File: src/rtl/sched_pkg.sv
package sched_pkg;

   typedef enum logic [1:0] {
      OP_NOP = 2'd0,
      OP_PRE = 2'd1,
      OP_ACT = 2'd2,
      OP_COL = 2'd3
   } sched_op_e;

endpackage

File: src/rtl/sched_bank.sv
module sched_bank
   import sched_pkg::*;
#(
   parameter int ROW_W  = 4,
   parameter int TIME_W = 4
) (
   input  logic              clk,
   input  logic              rst_n,
   input  logic              issue,
   input  sched_op_e         op,
   input  logic [ROW_W-1:0]  row,
   input  logic [TIME_W-1:0] t_pre,
   input  logic [TIME_W-1:0] t_act,
   input  logic [TIME_W-1:0] t_col,
   output logic              open_o,
   output logic [ROW_W-1:0]  row_o,
   output logic              idle_o
);

   logic [TIME_W-1:0] busy_q;
   logic [TIME_W-1:0] lat;
   logic              open_q;
   logic [ROW_W-1:0]  row_q;

   always_comb begin
      case (op)
         OP_PRE:  lat = t_pre;
         OP_ACT:  lat = t_act;
         default: lat = t_col;
      endcase
   end

   always_ff @(posedge clk) begin
      if (!rst_n) begin
         busy_q <= '0;
         open_q <= 1'b0;
         row_q  <= '0;
      end else if (issue) begin
         busy_q <= (lat == '0) ? '0 : lat - 1'b1;
         if (op == OP_PRE) begin
            open_q <= 1'b0;
         end else if (op == OP_ACT) begin
            open_q <= 1'b1;
            row_q  <= row;
         end
      end else if (busy_q != '0) begin
         busy_q <= busy_q - 1'b1;
      end
   end

   assign open_o = open_q;
   assign row_o  = row_q;
   assign idle_o = (busy_q == '0);

   // the picker never targets a bank that is still counting down
   p_issue_idle_r4: assert property (@(posedge clk) disable iff (!rst_n)
      issue |-> busy_q == '0);

   // activate only into a closed bank, column and precharge only into an open one
   p_act_closed_r3: assert property (@(posedge clk) disable iff (!rst_n)
      (issue && op == OP_ACT) |-> !open_q);
   p_col_open_r3: assert property (@(posedge clk) disable iff (!rst_n)
      (issue && op != OP_ACT) |-> open_q);

   // a column access leaves the open row untouched
   p_col_keeps_row_r3: assert property (@(posedge clk) disable iff (!rst_n)
      (issue && op == OP_COL) |=> (open_q && row_q == $past(row)));

endmodule

File: src/rtl/sched_pick.sv
module sched_pick #(
   parameter int DEPTH   = 8,
   parameter int STAMP_W = 8,
   localparam int IDX_W  = (DEPTH > 1) ? $clog2(DEPTH) : 1
) (
   input  logic                            clk,
   input  logic                            rst_n,
   input  logic [DEPTH-1:0]                cand,
   input  logic [DEPTH-1:0]                is_col,
   input  logic [DEPTH-1:0][STAMP_W-1:0]   stamp,
   output logic                            win_v,
   output logic [IDX_W-1:0]                win_idx
);

   // wrap-safe age compare: a arrived before b
   function automatic logic older(input logic [STAMP_W-1:0] a,
                                  input logic [STAMP_W-1:0] b);
      logic [STAMP_W-1:0] d;
      d = a - b;
      return d[STAMP_W-1];
   endfunction

   always_comb begin
      win_v   = 1'b0;
      win_idx = '0;
      for (int i = 0; i < DEPTH; i++) begin
         if (cand[i]) begin
            if (!win_v
                || (is_col[i] && !is_col[win_idx])
                || (is_col[i] == is_col[win_idx] && older(stamp[i], stamp[win_idx]))) begin
               win_v   = 1'b1;
               win_idx = IDX_W'(i);
            end
         end
      end
   end

   // the winner is always a request that may issue now
   p_win_ready_r5: assert property (@(posedge clk) disable iff (!rst_n)
      win_v |-> cand[win_idx]);
   p_no_idle_r5: assert property (@(posedge clk) disable iff (!rst_n)
      (|cand) |-> win_v);

   // a row-opening command wins only when no column access is ready
   p_col_first_r6: assert property (@(posedge clk) disable iff (!rst_n)
      (win_v && !is_col[win_idx]) |-> !(|(cand & is_col)));

endmodule

File: src/rtl/oo_dram_sched.sv
module oo_dram_sched
   import sched_pkg::*;
#(
   parameter int BANKS   = 2,
   parameter int ROW_W   = 4,
   parameter int COL_W   = 4,
   parameter int TAG_W   = 3,
   parameter int DEPTH   = 8,
   parameter int TIME_W  = 4,
   parameter int STAMP_W = 8,
   localparam int BANK_W = (BANKS > 1) ? $clog2(BANKS) : 1,
   localparam int IDX_W  = (DEPTH > 1) ? $clog2(DEPTH) : 1
) (
   input  logic              clk,
   input  logic              rst_n,
   input  logic              in_valid,
   output logic              in_ready,
   input  logic [BANK_W-1:0] in_bank,
   input  logic [ROW_W-1:0]  in_row,
   input  logic [COL_W-1:0]  in_col,
   input  logic              in_wr,
   input  logic [TAG_W-1:0]  in_tag,
   input  logic [TIME_W-1:0] t_pre,
   input  logic [TIME_W-1:0] t_act,
   input  logic [TIME_W-1:0] t_col,
   output logic [1:0]        cmd_op,
   output logic [BANK_W-1:0] cmd_bank,
   output logic [ROW_W-1:0]  cmd_row,
   output logic [COL_W-1:0]  cmd_col,
   output logic              cmd_wr,
   output logic              retire_valid,
   output logic [TAG_W-1:0]  retire_tag
);

   initial begin
      assert (DEPTH >= 2) else $error("queue needs at least two slots");
      assert ((BANKS & (BANKS - 1)) == 0) else $error("bank count must be a power of two");
      assert (STAMP_W > IDX_W) else $error("stamp must be wider than the slot index");
   end

   // ---------------- queue storage ----------------
   logic [DEPTH-1:0]              vld_q;
   logic [BANK_W-1:0]             bank_q [DEPTH];
   logic [ROW_W-1:0]              row_q  [DEPTH];
   logic [COL_W-1:0]              col_q  [DEPTH];
   logic [DEPTH-1:0]              wr_q;
   logic [TAG_W-1:0]              tag_q  [DEPTH];
   logic [DEPTH-1:0][STAMP_W-1:0] stamp_q;
   logic [STAMP_W-1:0]            next_stamp_q;

   // ---------------- bank state ----------------
   logic              bank_open [BANKS];
   logic [ROW_W-1:0]  bank_row  [BANKS];
   logic              bank_idle [BANKS];
   logic [BANKS-1:0]  bank_issue;

   // ---------------- selection ----------------
   sched_op_e         need_op [DEPTH];
   logic [DEPTH-1:0]  cand;
   logic [DEPTH-1:0]  is_col;
   logic              win_v;
   logic [IDX_W-1:0]  win_idx;
   sched_op_e         sel_op;

   logic              has_free;
   logic [IDX_W-1:0]  free_idx;
   logic              enq;

   always_comb begin
      has_free = 1'b0;
      free_idx = '0;
      for (int i = DEPTH - 1; i >= 0; i--) begin
         if (!vld_q[i]) begin
            has_free = 1'b1;
            free_idx = IDX_W'(i);
         end
      end
   end

   assign in_ready = has_free;
   assign enq      = in_valid && has_free;

   always_comb begin
      for (int i = 0; i < DEPTH; i++) begin
         if (!bank_open[bank_q[i]])
            need_op[i] = OP_ACT;
         else if (bank_row[bank_q[i]] == row_q[i])
            need_op[i] = OP_COL;
         else
            need_op[i] = OP_PRE;
         cand[i]   = vld_q[i] && bank_idle[bank_q[i]];
         is_col[i] = (need_op[i] == OP_COL);
      end
   end

   sched_pick #(
      .DEPTH   (DEPTH),
      .STAMP_W (STAMP_W)
   ) u_pick (
      .clk     (clk),
      .rst_n   (rst_n),
      .cand    (cand),
      .is_col  (is_col),
      .stamp   (stamp_q),
      .win_v   (win_v),
      .win_idx (win_idx)
   );

   assign sel_op = win_v ? need_op[win_idx] : OP_NOP;

   for (genvar b = 0; b < BANKS; b++) begin : g_bank
      assign bank_issue[b] = win_v && (bank_q[win_idx] == BANK_W'(b));

      sched_bank #(
         .ROW_W  (ROW_W),
         .TIME_W (TIME_W)
      ) u_bank (
         .clk    (clk),
         .rst_n  (rst_n),
         .issue  (bank_issue[b]),
         .op     (sel_op),
         .row    (row_q[win_idx]),
         .t_pre  (t_pre),
         .t_act  (t_act),
         .t_col  (t_col),
         .open_o (bank_open[b]),
         .row_o  (bank_row[b]),
         .idle_o (bank_idle[b])
      );
   end

   // ---------------- queue update ----------------
   always_ff @(posedge clk) begin
      if (!rst_n) begin
         vld_q        <= '0;
         next_stamp_q <= '0;
      end else begin
         if (enq) begin
            vld_q[free_idx] <= 1'b1;
            next_stamp_q    <= next_stamp_q + 1'b1;
         end
         if (sel_op == OP_COL)
            vld_q[win_idx] <= 1'b0;
      end
   end

   always_ff @(posedge clk) begin
      if (enq) begin
         bank_q[free_idx]  <= in_bank;
         row_q[free_idx]   <= in_row;
         col_q[free_idx]   <= in_col;
         wr_q[free_idx]    <= in_wr;
         tag_q[free_idx]   <= in_tag;
         stamp_q[free_idx] <= next_stamp_q;
      end
   end

   // ---------------- outputs ----------------
   assign cmd_op       = sel_op;
   assign cmd_bank     = bank_q[win_idx];
   assign cmd_row      = row_q[win_idx];
   assign cmd_col      = col_q[win_idx];
   assign cmd_wr       = wr_q[win_idx];
   assign retire_valid = (sel_op == OP_COL);
   assign retire_tag   = tag_q[win_idx];

   // a fully occupied queue refuses new requests
   p_full_blocks_r1: assert property (@(posedge clk) disable iff (!rst_n)
      (&vld_q) |-> !in_ready);

   // a single bank receives the command of a cycle
   p_one_bank_r2: assert property (@(posedge clk) disable iff (!rst_n)
      $onehot0(bank_issue));

   // the slot of a retired request is empty in the next cycle
   p_slot_freed_r8: assert property (@(posedge clk) disable iff (!rst_n)
      retire_valid |=> !vld_q[$past(win_idx)]);

endmodule

File: config.mk
export PLATFORM = sky130hd
export DESIGN_NAME = oo_dram_sched
export DESIGN_NICKNAME = d
export VERILOG_FILES = /design/src/rtl/sched_pkg.sv /design/src/rtl/sched_bank.sv /design/src/rtl/sched_pick.sv /design/src/rtl/oo_dram_sched.sv
export SDC_FILE = /design/constraint.sdc
export NUM_CORES = 1
export LEC_CHECK = 0
export BUFFER_PORTS_ARGS = -buffer_cell sky130_fd_sc_hd__buf_2
export CAP_MARGIN = 20
export CORE_ASPECT_RATIO = 0.9
export CORE_MARGIN = 2
export CORE_UTILIZATION = 45
export CTS_BUF_LIST = sky130_fd_sc_hd__clkbuf_16
export DETAILED_ROUTE_END_ITERATION = 7
export PLACE_DENSITY = 0.72
export SLEW_MARGIN = 20
export SYNTH_ARGS = -nofsm -noshare
export SYNTH_HDL_FRONTEND = slang
export SYNTH_SLANG_ARGS = --single-unit
File: constraint.sdc
create_clock -name clk -period 22.8 [get_ports clk]
set_input_delay 1.14 -clock clk [delete_from_list [all_inputs] [get_ports clk]]
set_output_delay 1.14 -clock clk [all_outputs]
set_load 0.1 [all_outputs]
# Word level (Yosys, flattened, before mapping)
# Memories as Yosys holds them, arrays and structs flattened.
# Index checks and enable logic that the tools add are counted.
totals:
  memories: 4
  mem_bits_rw: 96
  out_inout_bits: 17
  reg_bits: 106
  romBits: 0
  latch_bits: 0
op_classes:
  muxes: 184
  div: 0
  n_eq_ne: 26
  n_mul: 0
  reduce_logical: 67
  shifts: 0
  magnitude_cmp: 19
  add_sub_neg: 11
  bitwise_logic: 14
memory_table:
  columns: ["name", "depth", "word_bits", "rd", "rd_clocked_by_memory_dff", "wr", "line", "rtl"]
  rows:
  - ["col_q", 8, 4, 1, 0, 1, "oo_dram_sched.sv:45", "logic [COL_W-1:0] col_q [DEPTH];"]
  - ["row_q", 8, 4, 9, 0, 1, "oo_dram_sched.sv:44", "logic [ROW_W-1:0] row_q [DEPTH];"]
  - ["tag_q", 8, 3, 1, 0, 1, "oo_dram_sched.sv:47", "logic [TAG_W-1:0] tag_q [DEPTH];"]
  - ["bank_q", 8, 1, 9, 0, 1, "oo_dram_sched.sv:43", "logic [BANK_W-1:0] bank_q [DEPTH];"]
op_table:
  columns: ["operator", "n"]
  rows:
  - ["$bmux W8 S3", 6]
  - ["$mux W4", 29]
  - ["$mux W1", 85]
  - ["$mux W8", 10]
  - ["$bwmux W64", 1]
  - ["$mux W3", 21]
  - ["$sub A8 B8 Y8", 7]
  - ["$mux W2", 19]
  - ["$eq A4 B4 Y1", 8]
  - ["$lt A3 B4 Y1 const B", 8]
  - ["$logic_and A1 B1 Y1", 27]
  - ["$demux W8 S3", 1]
  - ["$bmux W1 S3", 7]
  - ["$eq A2 B2 Y1 const B", 10]
  - ["$ge A2 B2 Y1 const B", 8]
  - ["$not A1 Y2", 8]
  - ["$logic_not A1 Y1", 14]
  - ["$logic_or A1 B1 Y1", 14]
  - ["$logic_not A4 Y1", 3]
  - ["$sub A4 B1 Y4 const B", 3]
  - ["$add A8 B1 Y8 const B", 1]
  - ["$and A8 B8 Y8", 1]
  - ["$bwmux W8", 1]
  - ["$not A8 Y8", 1]
  - ["14 further kinds", 28]

# Logic depth before layout (Yosys ltp)
# Gate-level depths: netlist of run 1.
# An unclocked memory read counts as a cell.
depth:
  depth_word: 73
  mapped_depth: 102
  ltp_nobuf: 93

# Hierarchy
# Synthesis of run 1 repeated with hierarchy kept, for this count alone.
unflattened:
  cells_unflattened: 1109
  hier_area_um2: 12105.4
by_module_without_submodules:
  columns: ["module", "instances", "area_each_um2", "cells_per_inst"]
  rows:
  - ["oo_dram_sched", 1, 7737.4, 514]
  - ["sched_pick", 1, 3204.3, 461]
  - ["sched_bank", 2, 581.8, 67]

# Least setup slack after synthesis of run 1
# Ideal clock, no wire load.
synth_timing:
  path_kind: "flip-flop to output port"
  startpoint: "register g_bank[1].u_bank.row_q[1], read port of row_q"
  endpoint: "output port retire_valid"
  arrival_ps: 18376
  path_stages_with_launch: 93
  setup_slack_ps: 3284
  path_cell_list: "dfxtp_1 -> clkbuf_1 -> mux2i_1 -> xnor2_1 -> nor4_1 -> nand2b_1 -> inv_1 -> ha_1 -> nor2b_1 -> o21ai_1 -> a21oi_1 -> nor2_1 -> mux2i_1 -> ha_1 -> a21o_1 -> a21o_1 -> a211o_1 -> o31ai_1 -> [57 not listed] -> clkbuf_1 -> clkbuf_1 -> nand2_1 -> o21a_1 -> ha_1 -> nand4_1 -> a21oi_1 -> nand2_1 -> a21oi_1 -> or3b_2 -> o2111a_1 -> and4_1 -> nor3_4 -> mux2i_2 -> buf_4 -> o21a_1 -> o21a_1 -> ha_1"
synth_via:
  elab_chain_cells: 67
synth_rtl:
  columns: ["element", "line", "rtl"]
  rows:
  - ["start, declared", "sched_bank.sv:23", "logic [ROW_W-1:0] row_q;"]
  - ["branches (longest 65 deep; another with $mux W4)", null, null]
  - ["$mux W2 *", "oo_dram_sched.sv:109", "assign sel_op = win_v ? need_op[win_idx] : OP_NOP;"]
  - ["net cmd_op[0]", "oo_dram_sched.sv:26", "output logic [1:0] cmd_op,"]
  - ["$eq A2 B2 Y1 *", "oo_dram_sched.sv:164", "assign retire_valid = (sel_op == OP_COL);"]
  - ["end, declared", "oo_dram_sched.sv:31", "output logic retire_valid,"]
# Mark *: on every way through the listed nets, which the timed path passes. The select of a mux whose other input is x is not followed.

==> metrics.csv, run 1 <==
stage,metric,value,unit
run_status,outcome,"finished, final reports clean",
place,dp_hpwl,26280,µm
finish,nNetsFinal,1340,
logic_synthesis,synth_cells,1229,
logic_synthesis,syn_area_per_cell,10.07,µm²
clocking,cts_tree,done,
timing,finClkSkew,0.01889,ns
timing,grt_setup_unrepaired,no,
logic_synthesis,synthFlopType,edfxtp_1,
critical_path,cp.required,21.66,ns
grt,top_usage_layer,met1,
floorplan,rows,57,
grt,grtUsageMet3,5.226,%
grt,met2_usage,37.69,%
grt,grt-ovfl-total,0,
logic_synthesis,synth-edff-count,168,
critical_path,endpoint_kind,output port,
floorplan,io_pins,45,
critical_path,critPathLaunchType,flop,
critical_path,arrival,20.37,ns
critical_path,critical_path_class,reg -> out,
timing,setup_tns,0,ns
logic_synthesis,synth_common_cells,"edfxtp_1 (168), nand2_1 (126), nor2_1 (86)",
critical_path,path_max_fanout,35,
grt,met1_usage,37.78,%
place,numPortBuffers,44,
grt,grtUsageTotal,25.47,%
floorplan,die_x,178.8,µm
finish,utilization,51.31,%
timing,max_freq,0.04648,GHz
timing,fin_crit,21.51,ns
finish,final_cells,1626,
grt,grt_max_degree,36,
route,vias_per_cell,6.253,
timing,final_hold_viol_count,0,
finish,finish.instance_area,13870,µm²
run,drv_cap,0,
route,drcViolationCount,0,
place,pre_cts_slack,0.9796,ns
logic_synthesis,yosysWarnings,0,
logic_synthesis,postSynth.asyncResetShare,0,%
clocking,clkLatencyLatePin,0.54,ns
logic_synthesis,syn-cell-area,12370,µm²
grt,grt_pass1_vias,9694,
route,finalWirelength,37200,µm
clocking,ctsHoldBuffers,0,
timing,setup_ws,1.286,ns
timing,max_slew_margin,30.49,%
timing,drv_slew,0,
clocking,cts_made_buffers,23,
pwr,p_total,1.050,mW
hold_path,hp-class,reg -> reg,
clocking,path_clk_slew,0.07,ns
route,drt_iter0_markers,1324,
logic_synthesis,syn_nets,1315,
logic_synthesis,synth_most_common_cell,edfxtp_1,
route,dr_total_vias,10170,
logic_synthesis,synth_area_leader_cell,edfxtp_1,
timing,worstMarginPinSlew,1.038,ns
timing,finalSetupViolations,0,
route,wl_per_cell,22.88,µm
clocking,clk_path_buf_depth,3,
timing,holdWs,0.5692,ns
grt,grt_first_pass_wirelength,56280,µm
pwr,power_density,75.70,nW/µm²
place,dpl.cell_count,1577,
logic_synthesis,synth_cell_type_count,95,
clocking,cts-root-buf,clkbuf_16,
finish,area_delta_synth_final,12.09,%
route,dr.pass1.iters,6,
place,placed_area,13050,µm²
timing,final.period_utilization,94.36,%
floorplan,chipHeight,161.3,µm
floorplan,start_util,45.78,%
critical_path,crit_path_frequent_cell,o21ai_0,
logic_synthesis,synth.top_cell.area_share,40.77,%
pwr,leakage,5.162,nW
floorplan,core-area,27030,µm²
clocking,htree_levels,1,
critical_path,cpMaxStageDelayCell,edfxtp_1,
logic_synthesis,ys_seq_area_share,46.27,%
logic_synthesis,synth_seq_cells,202,
logic_synthesis,synth.area.top_cells,"edfxtp_1 (41%), ha_1 (5.9%), mux2i_1 (5.6%)",
place,gp_congestion,1.010,
clocking,cts.sink_count,202,
finish,drive_above_1_share,12.98,%
route,ant_nets,0,
critical_path,cpPeakStageDelay,0.63,ns
grt,antenna_found_initial,0,
pwr,max-vdd-ir-drop,0.00005483,V
floorplan,dieArea,28840,µm²
-- cells by family (layout without fill, tap and decap cells) --
logic type	Yosys count	count (layout)	share of synthesized area (%)
and+or+nand+nor	397	398	15.88
AOI/OAI and AO/OA	322	322	17.56
DFF	202	202	46.27
buffers and inverters	119	160	4.106
muxes	81	81	6.785
adders and majority gates	58	58	5.865
xor gates and xnor gates	50	50	3.539
other	0	1	0
-- repair_timing --
item	in CTS	in global routing
buffers inserted	0	5
endpoints found under the setup margin	0	34
hold endpoints to repair	0	0
gates resized for setup	0	8
-- where the power goes --
group	leakage, nW	internal (mW)	switching (mW)
Sequential	1.81	0.412	0.0172
Combinational	3.00	0.0911	0.173
Clock	0.350	0.198	0.158
-- routing by layer --
metal | share of wire (%) | vias up | wire (µm)
met5 | 0 | - | 0
met4 | 2.9 | 0 | 1091
met3 | 11 | 83 | 3939
met2 | 43 | 548 | 15840
met1 | 44 | 4871 | 16320
li1 | - | 4666 | -
-- path summary, 6_finish.rpt --
path         startpoint                    endpoint  slack (ns)  cells after the start
max           bank_q[1]                retire_valid        1.29                     85
min reg2reg    vld_q[3]                    vld_q[3]        0.57                      2
max reg2reg   bank_q[1]  g_bank[1].u_bank.busy_q[2]        1.73                     91
min            vld_q[3]                    vld_q[3]        0.57                      2
-- cell usage in the layout (no fill, tap or decap), drive strengths merged, types with 35 or more instances in the layout --
cell and n:
edfxtp 168, nand3 35, a21oi 66, ha 58, nand2 126, buf 70
mux2i 71, nor2 86, o21ai 84, inv 54
-- final cells by class --
type | count | area, µm²
Fill cell | 2429 | 13160
Multi-Input combinational cell | 909 | 6232
Sequential cell | 202 | 5725
Clock buffer | 23 | 575.6
Timing Repair Buffer | 70 | 563.0
Tap cell | 354 | 442.9
Inverter | 48 | 180.2
Clock inverter | 19 | 147.6
Antenna cell | 1 | 2.502
-- worst max-delay path: cells and delay by family, from the launching register on --
| family | cells | cell delay (ns) |
|---|---|---|
| xor+xnor | 2 | 0.33 |
| fa+ha+maj | 8 | 2.20 |
| buf+inv | 8 | 1.66 |
| compound gates | 45 | 9.32 |
| flops | 1 | 0.63 |
| simple gates | 19 | 4.63 |
| mux | 3 | 1.01 |
-- registers in the layout (all words and copies together), names as in the netlist --
register              count
stamp_q                  64
col_q                    32
row_q                    32
tag_q                    24
bank_q                    8
g_bank.u_bank.busy_q      8
g_bank.u_bank.row_o       8
next_stamp_q              8
vld_q                     8
wr_q                      8
g_bank.u_bank.open_o      2
Power figures use the tool's default switching activity.
==> run 2: changes to the inputs <==
==> constraint.sdc (replaced) <==
create_clock -name clk -period 25.2 [get_ports clk]
set_input_delay 1.26 -clock clk [delete_from_list [all_inputs] [get_ports clk]]
set_output_delay 1.26 -clock clk [all_outputs]
set_load 0.1 [all_outputs]
==> run 2 against run 1 <==
- hold slack better by 0.018 ns
- critical path depth shrank 1
- via count fell by 1.4%
- non-clock buffer count down 8
- global-route usage is 0.36 points lower
- utilization fell by 0.80 points
- register-to-register slack improved by 0.58 ns
- clock skew up 0.0031 ns
- first-iteration DRC count is 12% lower
- cell count down 0.68%
- critical path type unchanged
- critical endpoint unchanged
- largest cell class unchanged
- highest routed layer unchanged
==> metrics.csv, run 2 (synthesis results as in run 1) <==
stage,metric,value,unit,change
grt,grt-ovfl-total,0,,unchanged
timing,max_slew_margin,30.33,%,was 30.49%
clocking,cts-root-buf,clkbuf_16,,unchanged
route,drcViolationCount,0,,unchanged
timing,drv_slew,0,,unchanged
clocking,clk_path_buf_depth,3,,unchanged
pwr,max-vdd-ir-drop,0.00006009,V,was 0.00005483 V
timing,fin_crit,23.62,ns,
run_status,outcome,"finished, final reports clean",,unchanged
timing,holdWs,0.5868,ns,was 0.5692 ns
route,ant_nets,0,,unchanged
clocking,htree_levels,1,,unchanged
grt,grt_max_degree,36,,unchanged
finish,layout_common_cells,"edfxtp_1 (168), nand2_1 (126), nor2_1 (82)",,"was edfxtp_1 (168), nand2_1 (125), o21ai_0 (82)"
critical_path,cpMaxStageDelayCell,or3_1,,was edfxtp_1
timing,worstMarginPinSlew,1.040,ns,was 1.038 ns
critical_path,arrival,22.36,ns,was 20.37 ns
grt,grt_pass1_vias,9442,,"was 9,694"
finish,largest_reg_flops,64,,unchanged
critical_path,critical_path_class,reg -> out,,unchanged
critical_path,path_max_fanout,35,,unchanged
timing,final.period_utilization,93.75,%,
finish,largest_register,stamp_q,,unchanged
floorplan,start_util,45.78,%,unchanged
pwr,power_density,69.90,nW/µm²,was 75.70 nW/µm²
timing,setup_tns,0,ns,unchanged
floorplan,chipHeight,161.3,µm,unchanged
route,vias_per_cell,6.207,,was 6.253
grt,antenna_found_initial,0,,unchanged
clocking,ctsHoldBuffers,0,,unchanged
finish,reg_top3,"stamp_q (64), col_q (32), row_q (32)",,unchanged
finish,multi_input_area,6192,µm²,was 6232 µm²
finish,antenna_cells,0,,was 1
run,drv_cap,0,,unchanged
pwr,leakage,5.078,nW,was 5.162 nW
floorplan,core-area,27030,µm²,unchanged
finish,seq_area,5725,µm²,unchanged
grt,grtUsageTotal,25.11,%,was 25.47%
route,routed.top_layer,met4,,unchanged
timing,max_freq,0.04233,GHz,
grt,grt_first_pass_wirelength,55730,µm,"was 56,280 µm"
clocking,cts_tree,done,,unchanged
clocking,post-cts-setup-buffers,0,,unchanged
finish,final_common_cell,edfxtp_1,,unchanged
finish,nNetsFinal,1331,,"was 1,340"
finish,fillers,2412,,"was 2,429"
route,met3_wirelength,3600,µm,was 3939 µm
route,dr.pass1.iters,6,,unchanged
clocking,clkLatencyLatePin,0.54,ns,about the same
clocking,cts_resized,0,,unchanged
clocking,cts.sink_count,202,,unchanged
clocking,path_clk_slew,0.06,ns,was 0.07 ns
route,drt_iter0_markers,1159,,"was 1,324"
critical_path,cp.required,23.94,ns,was 21.66 ns
hold_path,hp-class,reg -> reg,,unchanged
route,dr_total_vias,10030,,"was 10,170"
place,dp_hpwl,25880,µm,"was 26,280 µm"
critical_path,critPathLaunchType,flop,,unchanged
floorplan,rows,57,,unchanged
timing,finClkSkew,0.02195,ns,was 0.01889 ns
place,gp_congestion,1.006,,was 1.010
critical_path,cpPeakStageDelay,0.81,ns,was 0.63 ns
timing,final_hold_viol_count,0,,unchanged
clocking,cts_made_buffers,23,,unchanged
floorplan,die_x,178.8,µm,unchanged
floorplan,dieArea,28840,µm²,unchanged
finish,drive_above_1_share,11.97,%,was 12.98%
route,finalWirelength,36250,µm,"was 37,200 µm"
route,wl_met1,16260,µm,"was 16,320 µm"
critical_path,endpoint_kind,output port,,unchanged
floorplan,io_pins,45,,unchanged
place,numPortBuffers,44,,unchanged
finish,area_delta_synth_final,10.35,%,was 12.09%
route,dr_wl_met2,15620,µm,"was 15,840 µm"
route,wl_per_cell,22.45,µm,was 22.88 µm
timing,grt_setup_unrepaired,no,,unchanged
timing,finalSetupViolations,0,,unchanged
[run 2: changes by cell type in the layout (fill, tap and decap cells not counted), sizes merged]
| cell | change |
|---|---|
| buf | -8 |
| bufinv | +2 |
| clkinv | +2 |
| clkinvlp | -1 |
| diode | -1 |
| inv | -4 |
| nor3 | -1 |
[run 2: report_power, final]
part / internal, mW / total (mW) / leakage (nW) / switching, mW
registers: 0.373 / 0.388 / 1.81 / 0.0152
logic: 0.0746 / 0.227 / 2.90 / 0.152
clock network: 0.198 / 0.340 / 0.363 / 0.141
total: 0.646 / 0.954 / 5.08 / 0.309
[run 2: final timing paths]
| path | start | endpoint | slack [ns] | cells past startpoint |
|---|---|---|---|---|
| worst max-delay path | bank_q[1] | retire_valid | 1.58 | 84 |
| worst min-delay path | vld_q[3] | vld_q[3] | 0.59 | 2 |
| worst max register to register | bank_q[1] | g_bank[0].u_bank.busy_q[2] | 2.31 | 91 |
| worst min register to register | vld_q[3] | vld_q[3] | 0.59 | 2 |
[run 2: area by class of cell]
type	count	area share [%]
clock inverters	18	1.338
well taps	354	3.244
flip-flops and latches	202	41.93
clock buffers	23	4.215
inverters	48	1.320
repair buffers	62	2.602
multi-input cells	908	45.35
[run 2: critical path: cells and delay by family (launching register included)]
kind,cells,cell delay [ns]
xor gates and xnor gates,2,0.27
muxes,2,0.60
AOI/OAI and AO/OA,37,9.20
buffers and inverters,9,2.14
DFF,1,0.60
adders and majority gates,8,2.31
and+or+nand+nor,26,6.64
[run 2: through the flow]
step / worst slack (ns) / cells / power [mW] / cell area [µm²] / util (%)
6_report: 1.575 / 1615 / 0.9544 / 13650 / 50.52
5_1_grt: 0.009100 / 1615 / 0.9941 / 13650 / 50.52
4_1_cts: 1.940 / 1615 / 0.9551 / 13650 / 50.52
3_5_place_dp: 2.573 / 1574 / 0.6170 / 12900 / 47.71
3_3_place_gp: 2.616 / 1574 / 0.6129 / 12900 / 47.71
2_1_floorplan: 5.564 / 1229 / 0.5615 / 12370 / -
[run 2: layer usage]
layer	global-route usage, %	up-vias
li1	-	4642
met2	36.43	463
met4	6.541	0
met5	0	-
met3	5.108	58
met1	38.06	4862
